<file path="src/rtl/ctmr_pkg.sv">
package ctmr_pkg;
  localparam int SEC_W = 7;
  localparam int CNT_W = 13;
  localparam int OFF_W = 12;

  typedef struct packed {
    logic [SEC_W-1:0] sec;
    logic [CNT_W-1:0] cnt;
    logic [OFF_W-1:0] off;
  } ctime_t;

  // Next count value on a cycle boundary
  function automatic logic [CNT_W-1:0] cnt_step(input logic [CNT_W-1:0] c,
                                                input logic [CNT_W-1:0] top);
    return (c == top) ? '0 : c + 1'b1;
  endfunction

  // Next offset value: wraps on boundary, saturates at top otherwise
  function automatic logic [OFF_W-1:0] off_step(input logic [OFF_W-1:0] o,
                                                input logic [OFF_W-1:0] top,
                                                input logic wrap);
    if (wrap) return '0;
    return (o == top) ? o : o + 1'b1;
  endfunction
endpackage

</file>
<file path="src/rtl/ctmr_edge.sv">
module ctmr_edge (
  input  logic clk,
  input  logic rst_n,
  input  logic ref_in,
  output logic rise
);
  logic prev_q;

  always_ff @(posedge clk or negedge rst_n) begin
    if (!rst_n) prev_q <= 1'b0;
    else        prev_q <= ref_in;
  end

  assign rise = ref_in & ~prev_q;
endmodule

</file>
<file path="src/rtl/ctmr_fields.sv">
module ctmr_fields
  import ctmr_pkg::*;
#(
  parameter int OFF_LIMIT = 3072,
  parameter int CNT_LIMIT = 8000
) (
  input  logic   clk,
  input  logic   rst_n,
  input  logic   run_en,
  input  logic   load,
  input  ctime_t load_val,
  input  logic   ext_sel,
  input  logic   ext_rise,
  output ctime_t cur,
  output ctime_t nxt,
  output logic   off_wrap
);
  localparam logic [OFF_W-1:0] OFF_TOP = OFF_W'(OFF_LIMIT - 1);
  localparam logic [CNT_W-1:0] CNT_TOP = CNT_W'(CNT_LIMIT - 1);

  logic boundary;

  always_comb begin
    boundary = ext_sel ? ext_rise : (cur.off == OFF_TOP);
    nxt      = cur;
    off_wrap = 1'b0;
    if (load) begin
      nxt = load_val;
    end else if (run_en) begin
      off_wrap = boundary;
      nxt.off  = off_step(cur.off, OFF_TOP, boundary);
      if (boundary) begin
        nxt.cnt = cnt_step(cur.cnt, CNT_TOP);
        if (cur.cnt == CNT_TOP) nxt.sec = cur.sec + 1'b1;
      end
    end
  end

  always_ff @(posedge clk or negedge rst_n) begin
    if (!rst_n) cur <= '0;
    else        cur <= nxt;
  end
endmodule

</file>
<file path="src/rtl/ctmr_events.sv">
module ctmr_events
  import ctmr_pkg::*;
(
  input  logic   clk,
  input  logic   rst_n,
  input  ctime_t cur,
  input  ctime_t nxt,
  input  logic   off_wrap,
  input  logic   load,
  input  ctime_t load_val,
  output logic   cyc_pulse,
  output logic   s64_pulse,
  output logic   miss_pulse
);
  logic differs;
  assign differs = (load_val.sec != cur.sec) || (load_val.cnt != cur.cnt);

  always_ff @(posedge clk or negedge rst_n) begin
    if (!rst_n) begin
      cyc_pulse  <= 1'b0;
      s64_pulse  <= 1'b0;
      miss_pulse <= 1'b0;
    end else begin
      cyc_pulse  <= off_wrap;
      s64_pulse  <= nxt.sec[SEC_W-1] ^ cur.sec[SEC_W-1];
      miss_pulse <= load & differs;
    end
  end
endmodule

</file>
<file path="src/rtl/bus_cycle_timer.sv">
module bus_cycle_timer
  import ctmr_pkg::*;
#(
  parameter int OFF_LIMIT = 3072,
  parameter int CNT_LIMIT = 8000
) (
  input  logic        clk,
  input  logic        rst_n,
  input  logic        run_en,
  input  logic        master,
  input  logic        ext_sel,
  input  logic        ext_cycle,
  input  logic        cs_valid,
  input  logic [31:0] cs_time,
  output logic [31:0] time_out,
  output logic        cycle_tick,
  output logic        sec64_tick,
  output logic        mismatch
);
  ctime_t cur, nxt;
  logic   load_evt, ext_rise, off_wrap;

  assign load_evt = cs_valid & ~master;

  ctmr_edge u_edge (
    .clk(clk), .rst_n(rst_n), .ref_in(ext_cycle), .rise(ext_rise)
  );

  ctmr_fields #(.OFF_LIMIT(OFF_LIMIT), .CNT_LIMIT(CNT_LIMIT)) u_fields (
    .clk(clk), .rst_n(rst_n), .run_en(run_en), .load(load_evt),
    .load_val(ctime_t'(cs_time)), .ext_sel(ext_sel), .ext_rise(ext_rise),
    .cur(cur), .nxt(nxt), .off_wrap(off_wrap)
  );

  ctmr_events u_events (
    .clk(clk), .rst_n(rst_n), .cur(cur), .nxt(nxt), .off_wrap(off_wrap),
    .load(load_evt), .load_val(ctime_t'(cs_time)),
    .cyc_pulse(cycle_tick), .s64_pulse(sec64_tick), .miss_pulse(mismatch)
  );

  assign time_out = cur;
endmodule

</file>
<file path="config.mk">
export PLATFORM = sky130hd
export DESIGN_NAME = bus_cycle_timer
export DESIGN_NICKNAME = d
export VERILOG_FILES = /design/src/rtl/ctmr_pkg.sv /design/src/rtl/ctmr_edge.sv /design/src/rtl/ctmr_fields.sv /design/src/rtl/ctmr_events.sv /design/src/rtl/bus_cycle_timer.sv
export SDC_FILE = /design/constraint.sdc
export NUM_CORES = 1
export LEC_CHECK = 0
export BUFFER_PORTS_ARGS = -buffer_cell sky130_fd_sc_hd__buf_2
export CAP_MARGIN = 20
export CORE_MARGIN = 2
export CORE_UTILIZATION = 45
export CTS_BUF_LIST = sky130_fd_sc_hd__clkbuf_2 sky130_fd_sc_hd__clkbuf_4 sky130_fd_sc_hd__clkbuf_8
export CTS_CLUSTER_DIAMETER = 100
export DETAILED_ROUTE_END_ITERATION = 6
export GPL_TIMING_DRIVEN = 1
export PLACE_DENSITY = 0.76
export SLEW_MARGIN = 20
export SYNTH_ARGS = -nofsm -noshare
export SYNTH_HDL_FRONTEND = slang
export SYNTH_SLANG_ARGS = --single-unit
export TNS_END_PERCENT = 50
</file>
<file path="constraint.sdc">
create_clock -name clk -period 2.5 [get_ports clk]
set_input_delay 0.25 -clock clk [delete_from_list [all_inputs] [get_ports clk]]
set_output_delay 0.25 -clock clk [all_outputs]
set_load 0.005 [all_outputs]
</file>
# Word-level counts from Yosys, hierarchy flattened

Cells that the tools add are included.

Register bits: 36
Output and inout port bits: 35
Word-level logic and storage cells: 43

Add/sub/neg operators: 3
Eq/ne operators: 5
Multiplexer cells: 14
Bitwise gates (word level): 6
Reductions and logical operators: 7

Operator list:

| cell                                                                    | number |
|---|---|
| 32-bit two-way mux                                                      | 2 |
| 12-bit two-way mux                                                      | 3 |
| 20-bit two-way mux                                                      | 1 |
| 13-bit by 1-bit adder with 13-bit output, second input constant         | 1 |
| 13-bit == test, second input constant                                   | 1 |
| 13-bit two-way mux                                                      | 1 |
| 13-bit inequality test                                                  | 1 |
| 12-bit by 1-bit adder with 12-bit output, second input constant         | 1 |
| 12-bit == test, second input constant                                   | 1 |
| 7-bit by 1-bit adder with 7-bit output, second input constant           | 1 |
| 7-bit two-way mux                                                       | 1 |
| 7-bit inequality test                                                   | 1 |
| 1-bit two-way mux                                                       | 6 |
| 2-bit nonzero test                                                      | 3 |
| 2-bit AND reduction                                                     | 2 |
| 1-bit AND                                                               | 3 |
| 3-bit by 2-bit inequality test with 1-bit output, second input constant | 1 |
| 3-bit AND reduction                                                     | 1 |
| 1-bit inverter                                                          | 2 |
| 1-bit logical OR                                                        | 1 |
| 1-bit XOR                                                               | 1 |

# Longest topological paths before layout

Gate-level depths: netlist (run 1).

Word-level depth: 10
Depth in mapped cells: 7

# Hierarchy

Synthesis (run 1) repeated with hierarchy kept, for this count alone.

Cell total of the unflattened synthesis: 266
Area, all modules: 2409.8 µm²

Modules (own cells, without submodules):

| module          | instances | cells each | area an instance (µm²) | seq. area each (µm²) |
|---|---|---|---|---|
| ctmr_fields     | 1         | 232        | 2053.2                 | 800.8 |
| ctmr_events     | 1         | 31         | 304.0                  | 75.1 |
| ctmr_edge       | 1         | 2          | 38.8                   | 25.0 |
| bus_cycle_timer | 1         | 1          | 13.8                   | 0.0 |

# Worst setup path before layout (run 1)

No wires, ideal clock.

Kind: register to register
Start: reg u_fields.cur[0] (netlist name)
End: reg u_fields.cur[20] (netlist name)
Library setup time: 0.069 ns
Arrival time: 2.108 ns
Setup slack: 0.323 ns
Cell stages (with the launch flop): 8
Path buffers: 1
Cell sequence: dfrtp_1 -> ha_1 -> nand3_4 -> o41a_1 -> or3_1 -> buf_2 -> or3_1 -> nand3_1

Longest elaborated chain between the ends: 4

Ends and longest elaborated chain:

| item                                 | line              | source |
|---|---|---|
| 12-bit == test                       | ctmr_fields.sv:24 | `boundary = ext_sel ? ext_rise : (cur.off == OFF_TOP);` |
| 1-bit two-way mux                    | ctmr_fields.sv:24 |  |
| 2-bit nonzero test (no source line)  | -                 |  |
| 2-bit AND reduction (no source line) | -                 |  |

Every way passes these cells.
A chain may end at the register's enable or synchronous reset.

# Worst setup path after layout (run 1)

Start: reg u_fields.cur[0] (netlist name)
End: reg u_fields.cur[20] (netlist name)

Longest elaborated chain between the ends: 4

Ends and longest elaborated chain:

| item                                 | line |
|---|---|
| 12-bit == test                       | ctmr_fields.sv:24 |
| 1-bit two-way mux                    | ctmr_fields.sv:24 |
| 2-bit nonzero test (no source line)  | - |
| 2-bit AND reduction (no source line) | - |

Every way passes these cells.

==> impl_metrics.json, run 1 <==
{
  "antenna_found_initial": 0,
  "synth_flop_cell": "dfrtp_1",
  "wire_per_inst_microns": 15.8,
  "power_leakage_nw": 1.27,
  "avgViaCountPerCell": 5.87,
  "antennaDiodeCount": 0,
  "netlist_instances": 274,
  "worstSkewPairLatency_ns": 0.29,
  "highest_layer": "met4",
  "critPathCaptureType": "flip-flop",
  "crit_path_cell_trace": "ha_1 > nand3_4 > o41a_1 > or3_1 > or3_1 > nand3_1",
  "yosysWarnings": 0,
  "port_buffers": 73,
  "start_util_pct": 46.6,
  "drt.antenna.violating_nets": 0,
  "skew_ns": 0.0114,
  "cp_slowest_cell": "or3_1",
  "worstPathMaxFanout": 8,
  "cts_sinks": 36,
  "drive_above_1_share_pct": 28.3,
  "cts_tree": "yes",
  "routedLengthMet1_mm": 2.84,
  "status": "complete, no violations",
  "period_minus_slack_ns": 2.34,
  "grt_max_degree": 37,
  "ys_types": 48,
  "die-area_sq_mm": 0.00588,
  "seq_area_sq_um": 901,
  "vias": 2467,
  "die-width_microns": 76.7,
  "crit_top_cell": "or3_1",
  "postSynth.asyncResetShare_pct": 100,
  "hold_viol": 0,
  "io_pins": 74,
  "cts_max_path_buffers": 2,
  "cap_violations": 0,
  "rsz0062_at_grt": "false",
  "nNetsFinal": 391,
  "rows": 26,
  "syn_nets": 316,
  "p_per_area_mw_per_mm2": 567,
  "syn-cell-area_sq_mm": 0.00238,
  "finalCritPeriodShare_pct": 93.7,
  "ys_seq_elements": 36,
  "ctsHoldBuffers": 0,
  "setup_tns_ns": 0,
  "cts_htree_levels": 2,
  "slew_headroom_pct": 44.3,
  "grt_pass1_vias": 2361,
  "grt_overflow_total": 0,
  "drt_iter0_drc": 146,
  "place.gp.congestion": 0.881,
  "path_buf_inv": 0,
  "root_buffer": "clkbuf_8",
  "grt_pass1_wl_mm": 11.1,
  "setup.worst_path.start_class": "flip-flop",
  "slowest_delay_ns": 0.53,
  "arrival_ns": 2.57,
  "fillerInstances": 474,
  "wl_met2_mm": 3.20,
  "area_growth_pct": 23.3,
  "cts_setup_buffers": 0,
  "drv_slew": 0,
  "firstDrtPassIters": 5,
  "totalWireLength_mm": 6.64,
  "setup-violations-final": 0,
  "crit_type": "flip-flop to flip-flop",
  "die_height_microns": 76.7,
  "max_freq_mhz": 427,
  "clk_pin_slew_ns": 0.08,
  "synth_area_per_cell_sq_um": 8.68,
  "holdWs_ns": 0.0505,
  "tightest_slew_ns": 0.835,
  "synth_seq_area_share_pct": 37.9,
  "ir_worst_vdd_v": 0.000305,
  "cts_resized": 0,
  "worstPathRequired_ns": 2.73,
  "multiInputGateArea_sq_mm": 0.00140,
  "crit_family": "simple AND/OR/NAND/NOR gates",
  "core_area_sq_mm": 0.00511,
  "cts-buffers-inserted": 5,
  "synth_edf_count": 0,
  "met3_length_microns": 459,
  "hold_path_class": "input port to asynchronous set/reset pin",
  "dp_hpwl_mm": 5.00,
  "grt_usage_pct": 23.3,
  "drc": 0
}
sequential cells by signal (all words and copies together) (netlist names):
register	cells
u_fields.cur	32
u_edge.prev_q	1
u_events.cyc_pulse	1
u_events.miss_pulse	1
u_events.s64_pulse	1
cell families (layout without fill, tap and decap cells):
family          Yosys count  count (layout)  share of synthesized area [%]
simple gates            124             124                           27.5
compound gates           65              65                           20.1
flops                    36              36                           37.9
xor+xnor                 25              25                           9.21
buf+inv                  20              96                           3.21
fa+ha+maj                 3               3                           1.58
mux                       1               1                          0.473
cells in the final DEF (no fill, tap or decap), types with 6 or more instances in the layout:
master,netlist,routed
buf_2,1,73
dfrtp_1,36,36
nand2_1,34,34
nand3_1,20,20
xnor2_1,15,15
nor2_1,14,14
xor2_1,10,10
o211ai_1,10,10
o21ai_0,9,9
nor3_1,9,9
nand4_1,8,8
o311ai_1,7,7
inv_1,7,7
a21oi_1,7,7
buf_4,0,7
clkbuf_8,0,6
metrics by stage:
stage                     worst slack (ns)  std cells  utilization [%]  instance area (sq um)  power (W)
after CTS                            0.147        420             57.4                   2930    0.00167
after global routing                0.0508        420             57.4                   2930    0.00176
after detailed placement             0.168        412             55.6                   2840    0.00123
after floorplan                      0.323        274                -                   2380    0.00103
after global placement               0.218        412             55.6                   2840    0.00122
final                                0.158        420             57.4                   2930    0.00166
layout make-up:
| cell class | instances | area share (%) |
|---|---|---|
| Multi-Input combinational cell | 218 | 47.9 |
| Sequential cell | 36 | 30.7 |
| Timing Repair Buffer | 80 | 14.2 |
| Tap cell | 70 | 2.99 |
| Clock buffer | 6 | 2.82 |
| Inverter | 8 | 1.02 |
| Clock inverter | 2 | 0.341 |
where the power goes:
| part | internal (W) | total [W] | switching (W) |
|---|---|---|---|
| clock | 0.000220 | 0.000441 | 0.000220 |
| combinational | 0.000211 | 0.000424 | 0.000213 |
| sequential | 0.000661 | 0.000797 | 0.000136 |
| total | 0.00109 | 0.00166 | 0.000569 |
cell usage after synthesis, types with 3 or more instances:
master / number / area [sq um]
a221o_1: 5 / 50.1
xnor2_1: 15 / 131
o21ai_0: 9 / 45.0
a21oi_1: 7 / 35.0
or3_1: 5 / 31.3
and2_1: 5 / 31.3
nand2_1: 34 / 128
nor3_1: 9 / 45.0
o21ai_1: 5 / 25.0
a31oi_1: 5 / 31.3
inv_1: 7 / 26.3
dfrtp_1: 36 / 901
a221oi_1: 3 / 26.3
and3_1: 3 / 18.8
nand4_1: 8 / 50.1
nand3_1: 20 / 100
ha_1: 3 / 37.5
nand3b_1: 3 / 22.5
a22oi_1: 5 / 37.5
nor2_1: 14 / 52.6
clkbuf_1: 10 / 37.5
o211ai_1: 10 / 75.1
xor2_1: 10 / 87.6
o311ai_1: 7 / 61.3
nor2b_1: 4 / 25.0
or2_2: 3 / 18.8
nor4_1: 5 / 31.3
worst paths after layout:
check	startpoint	end	slack [ns]	cells after the start
setup reg to reg	u_fields.cur[0]	u_fields.cur[20]	0.16	6
min in group clk	ext_cycle	u_edge.prev_q	0.11	1
setup / recovery	u_fields.cur[0]	u_fields.cur[20]	0.16	6
max in group asynchronous	rst_n	u_fields.cur[31]	1.91	1
hold / removal	rst_n	u_fields.cur[3]	0.05	1
hold reg to reg	u_fields.cur[1]	u_fields.cur[1]	0.57	1
routing by layer:
metal  track usage [%]  vias up
met1              30.2     1167
met2              38.1      103
met4              8.55        0
met5                 0        -
met3              5.18       15
li1                  -     1182
Note: power is estimated with default switching activity, not from simulation.
==> run 2: changes to the inputs <==
--- a/config.mk
+++ b/config.mk
@@ -8,12 +8,12 @@
 export BUFFER_PORTS_ARGS = -buffer_cell sky130_fd_sc_hd__buf_2
 export CAP_MARGIN = 20
 export CORE_MARGIN = 2
-export CORE_UTILIZATION = 45
+export CORE_UTILIZATION = 53
 export CTS_BUF_LIST = sky130_fd_sc_hd__clkbuf_2 sky130_fd_sc_hd__clkbuf_4 sky130_fd_sc_hd__clkbuf_8
 export CTS_CLUSTER_DIAMETER = 100
 export DETAILED_ROUTE_END_ITERATION = 6
 export GPL_TIMING_DRIVEN = 1
-export PLACE_DENSITY = 0.76
+export PLACE_DENSITY = 0.86
 export SLEW_MARGIN = 20
 export SYNTH_ARGS = -nofsm -noshare
 export SYNTH_HDL_FRONTEND = slang
==> impl_metrics.json, run 2 (synthesis gave the netlist of run 1 again) <==
{
  "status": "complete, no violations",
  "cts_max_path_buffers": 2,
  "antennaDiodeCount": 0,
  "routedLengthMet1_mm": 2.77,
  "ir_worst_vdd_v": 0.000345,
  "firstDrtPassIters": 4,
  "ctsHoldBuffers": 0,
  "seq_area_sq_um": 901,
  "cts_htree_levels": 2,
  "wl_met2_mm": 3.22,
  "crit_start": "u_fields.cur[0]",
  "drt_iter0_drc": 296,
  "hold_path_class": "input port to asynchronous set/reset pin",
  "p_per_area_mw_per_mm2": 579,
  "grt_overflow_total": 0,
  "largest-register": "u_fields.cur",
  "rsz0062_at_grt": "false",
  "largest_reg_flops": 32,
  "finalCritPeriodShare_pct": 94.3,
  "die_height_microns": 71.0,
  "drc": 0,
  "max_freq_mhz": 424,
  "rows": 24,
  "core_area_sq_mm": 0.00432,
  "root_buffer": "clkbuf_8",
  "cts-buffers-inserted": 5,
  "fillerInstances": 384,
  "drive_above_1_share_pct": 28.5,
  "start_util_pct": 55.0,
  "grt_usage_pct": 27.2,
  "cts_sinks": 36,
  "io_pins": 74,
  "critPathCaptureType": "flip-flop",
  "cts_resized": 0,
  "worstReg2RegStart": "u_fields.cur[0]",
  "clk_pin_slew_ns": 0.07,
  "port_buffers": 73,
  "cts_setup_buffers": 0,
  "grt_pass1_vias": 2259,
  "skew_ns": 0.00335,
  "cts_tree": "yes",
  "cap_violations": 0,
  "grt_pass1_wl_mm": 10.8,
  "wire_per_inst_microns": 16.3,
  "antenna_found_initial": 0,
  "dp_hpwl_mm": 4.90,
  "nNetsFinal": 392,
  "setup-violations-final": 0,
  "multiInputGateArea_sq_mm": 0.00140,
  "reg2reg_slack_ns": 0.14,
  "vias": 2481,
  "worstPathMaxFanout": 8,
  "worstSkewPairLatency_ns": 0.30,
  "drt.antenna.violating_nets": 0,
  "drv_slew": 0,
  "highest_layer": "met4",
  "grt_max_degree": 37,
  "avgViaCountPerCell": 6.16,
  "crit_type": "flip-flop to flip-flop",
  "final_common_cell": "buf_2",
  "arrival_ns": 2.59,
  "tightest_slew_ns": 0.832,
  "cp-endpoint": "u_fields.cur[20]",
  "timing.rr.end": "u_fields.cur[20]",
  "totalWireLength_mm": 6.57,
  "power_leakage_nw": 1.28,
  "die-width_microns": 71.0,
  "slew_headroom_pct": 44.5,
  "area_growth_pct": 22.9,
  "met3_length_microns": 464,
  "worstPathRequired_ns": 2.74,
  "setup.worst_path.start_class": "flip-flop",
  "final_cell_mix": "buf_2, dfrtp_1, nand2_1",
  "period_minus_slack_ns": 2.36,
  "holdWs_ns": 0.0511,
  "reg2reg_depth": 6,
  "place.gp.congestion": 0.875,
  "setup_tns_ns": 0,
  "die-area_sq_mm": 0.00504,
  "hold_viol": 0
}
run 2: cell count changes in the layout (fill, tap and decap cells not counted):
cell / change
clkbuf_4: +2
buf_4: +1
clkinv_2: -2
run 2: how the worst min path moves through the flow:
stage	end	slack, ns	cells after the start
after floorplan	u_edge.prev_q	-0.05	0
after global placement	u_fields.cur[3]	0.39	1
after detailed placement	u_edge.prev_q	0.39	1
after CTS	u_fields.cur[7]	0.08	1
after global routing	u_edge.prev_q	0.09	1
final	u_fields.cur[5]	0.05	1
run 2: where the power goes:
part	switching (W)	internal, W	total [W]
Clock	0.000217	0.000247	0.000464
Combinational	0.000216	0.000213	0.000429
Sequential	0.000137	0.000661	0.000799
Total	0.000571	0.00112	0.00169
run 2: final cells by class:
type                       count  share of cell area (%)
multi-input combinational    218                    48.0
sequential                    36                    30.8
timing repair buffer          81                    14.6
clock buffer                   8                    3.34
tap                           52                    2.23
inverter                       8                    1.03
run 2: worst max-delay path, stage by stage, from the launching register on:
cell     delay (ns)
dfrtp_1        0.44
ha_1           0.27
nand3_4        0.13
o41a_1         0.46
or3_1          0.52
or3_1          0.39
nand3_1        0.08
run 2: through the flow:
stage	setup slack (ns)	instances	area, sq um	total power (W)	utilization [%]
6_report	0.142	403	2920	0.00169	67.6
4_1_cts	0.154	403	2920	0.00169	67.6
3_5_place_dp	0.176	395	2830	0.00123	65.3
3_3_place_gp	0.253	395	2830	0.00122	65.3
2_1_floorplan	0.323	274	2380	0.00103	-
5_1_grt	0.0119	403	2920	0.00177	67.6
run 2: routing by layer:
metal / global-route usage [%] / vias to the layer above
met2: 43.6 / 113
met4: 10.3 / 0
met1: 37.0 / 1178
met3: 4.84 / 12
li1: - / 1178
met5: 0 / -
==> run 3: changes to the inputs <==
==> constraint.sdc (replaced) <==
create_clock -name clk -period 2.5 [get_ports clk]
set_input_delay 0.5 -clock clk [delete_from_list [all_inputs] [get_ports clk]]
set_output_delay 0.5 -clock clk [all_outputs]
set_load 0.005 [all_outputs]
==> impl_metrics.json, run 3 (synthesis gave the netlist of run 1 again) <==
{
  "slew_headroom_pct": 44.4,
  "cts_sinks": 36,
  "largest_reg_flops": 32,
  "avgViaCountPerCell": 6.08,
  "totalWireLength_mm": 6.57,
  "cts_tree": "yes",
  "cts_htree_levels": 2,
  "cts_max_path_buffers": 2,
  "wire_per_inst_microns": 16.4,
  "worstPathRequired_ns": 2.73,
  "dp_hpwl_mm": 4.85,
  "area_growth_pct": 22.4,
  "power_leakage_nw": 1.27,
  "finalCritPeriodShare_pct": 93.8,
  "crit_type": "flip-flop to flip-flop",
  "timing.rr.end": "u_fields.cur[20]",
  "ir_worst_vdd_v": 0.000427,
  "arrival_ns": 2.57,
  "p_per_area_mw_per_mm2": 562,
  "drt.antenna.violating_nets": 0,
  "core_area_sq_mm": 0.00432,
  "utilization_pct": 67.3,
  "drc": 0,
  "grt_usage_pct": 26.9,
  "fillerInstances": 365,
  "grt_pass1_wl_mm": 10.9,
  "die-width_microns": 71.0,
  "final_common_cell": "buf_2",
  "skew_ns": 0.00227,
  "nNetsFinal": 391,
  "start_util_pct": 55.0,
  "setup.worst_path.start_class": "flip-flop",
  "setup-violations-final": 0,
  "drive_above_1_share_pct": 28.1,
  "antennaDiodeCount": 0,
  "setup_tns_ns": 0,
  "layout.cells.non_filler": 401,
  "largest-register": "u_fields.cur",
  "placed_cells": 394,
  "place.gp.congestion": 0.893,
  "antenna_found_initial": 0,
  "reg2reg_depth": 6,
  "grt_pass1_vias": 2394,
  "critPathCaptureType": "flip-flop",
  "max_freq_mhz": 427,
  "vias": 2437,
  "die-area_sq_mm": 0.00504,
  "cts_resized": 0,
  "drt_iter0_drc": 172,
  "hold_viol": 0,
  "ctsHoldBuffers": 0,
  "grt_overflow_total": 0,
  "firstDrtPassIters": 5,
  "cp-endpoint": "u_fields.cur[20]",
  "worstPathMaxFanout": 8,
  "cts_setup_buffers": 0,
  "drv_slew": 0,
  "period_minus_slack_ns": 2.34,
  "cts-buffers-inserted": 5,
  "die_height_microns": 71.0,
  "worstSkewPairLatency_ns": 0.29,
  "status": "complete, no violations",
  "io_pins": 74,
  "grt_max_degree": 42,
  "tightest_slew_ns": 0.833,
  "rsz0062_at_grt": "false",
  "crit_start": "u_fields.cur[0]",
  "rows": 24,
  "worstReg2RegStart": "u_fields.cur[0]",
  "final_cell_mix": "buf_2, dfrtp_1, nand2_1",
  "port_buffers": 73,
  "clk_pin_slew_ns": 0.07,
  "hold_path_class": "input port to asynchronous set/reset pin",
  "root_buffer": "clkbuf_8",
  "cap_violations": 0,
  "reg2reg_slack_ns": 0.16
}
## run 3: cell count changes in the layout (fill, tap and decap cells not counted), sizes merged
cell	before	now
clkbuf	8	6
clkinv	0	1
buf	81	80
## run 3: per-layer routing
metal / track usage, % / share of wire, % / vias up
li1: - / - / 1170
met1: 34.5 / 42 / 1136
met2: 45.1 / 48 / 118
met3: 5.41 / 7.6 / 13
met4: 10.3 / 1.8 / 0
met5: 0 / 0 / -
## run 3: critical path, stage by stage, from the launching register on
cell and delay [ns]:
dfrtp_1 0.43, ha_1 0.26, nand3_4 0.13, o41a_1 0.46
or3_1 0.53, or3_1 0.40, nand3_1 0.08
## run 3: power breakdown
group | leakage, nW | total, W | switching (W) | internal (W)
logic | 0.775 | 0.000431 | 0.000218 | 0.000214
clock network | 0.0445 | 0.000412 | 0.000211 | 0.000201
registers | 0.449 | 0.000795 | 0.000133 | 0.000661
## run 3: cell type report
cell class	instances	area, sq um	area share (%)
well taps	52	65.1	2.23
repair buffers	80	430	14.8
inverters	8	30.0	1.03
multi-input cells	218	1400	48.2
clock inverters	1	5.00	0.172
clock buffers	6	76.3	2.62
flip-flops and latches	36	901	30.9
## run 3: per-stage QoR
stage / power (W) / hold WS (ns) / instance area, sq um / setup WS (ns)
floorplan: 0.00103 / 0.204 / 2380 / 0.323
global placement: 0.00122 / 0.541 / 2830 / 0.243
detailed placement: 0.00123 / 0.554 / 2830 / 0.185
CTS: 0.00164 / 0.327 / 2910 / 0.166
global route: 0.00174 / 0.339 / 2910 / 0.0623
finish: 0.00164 / 0.309 / 2910 / 0.155
## run 3: worst min-delay path by stage
stage / startpoint / endpoint / depth (start not counted)
finish: rst_n / u_fields.cur[3] / 1
CTS: rst_n / u_fields.cur[6] / 1
global route: ext_cycle / u_edge.prev_q / 1
global placement: u_fields.cur[1] / u_fields.cur[1] / 1
detailed placement: u_fields.cur[1] / u_fields.cur[1] / 1
floorplan: rst_n / u_edge.prev_q / 0
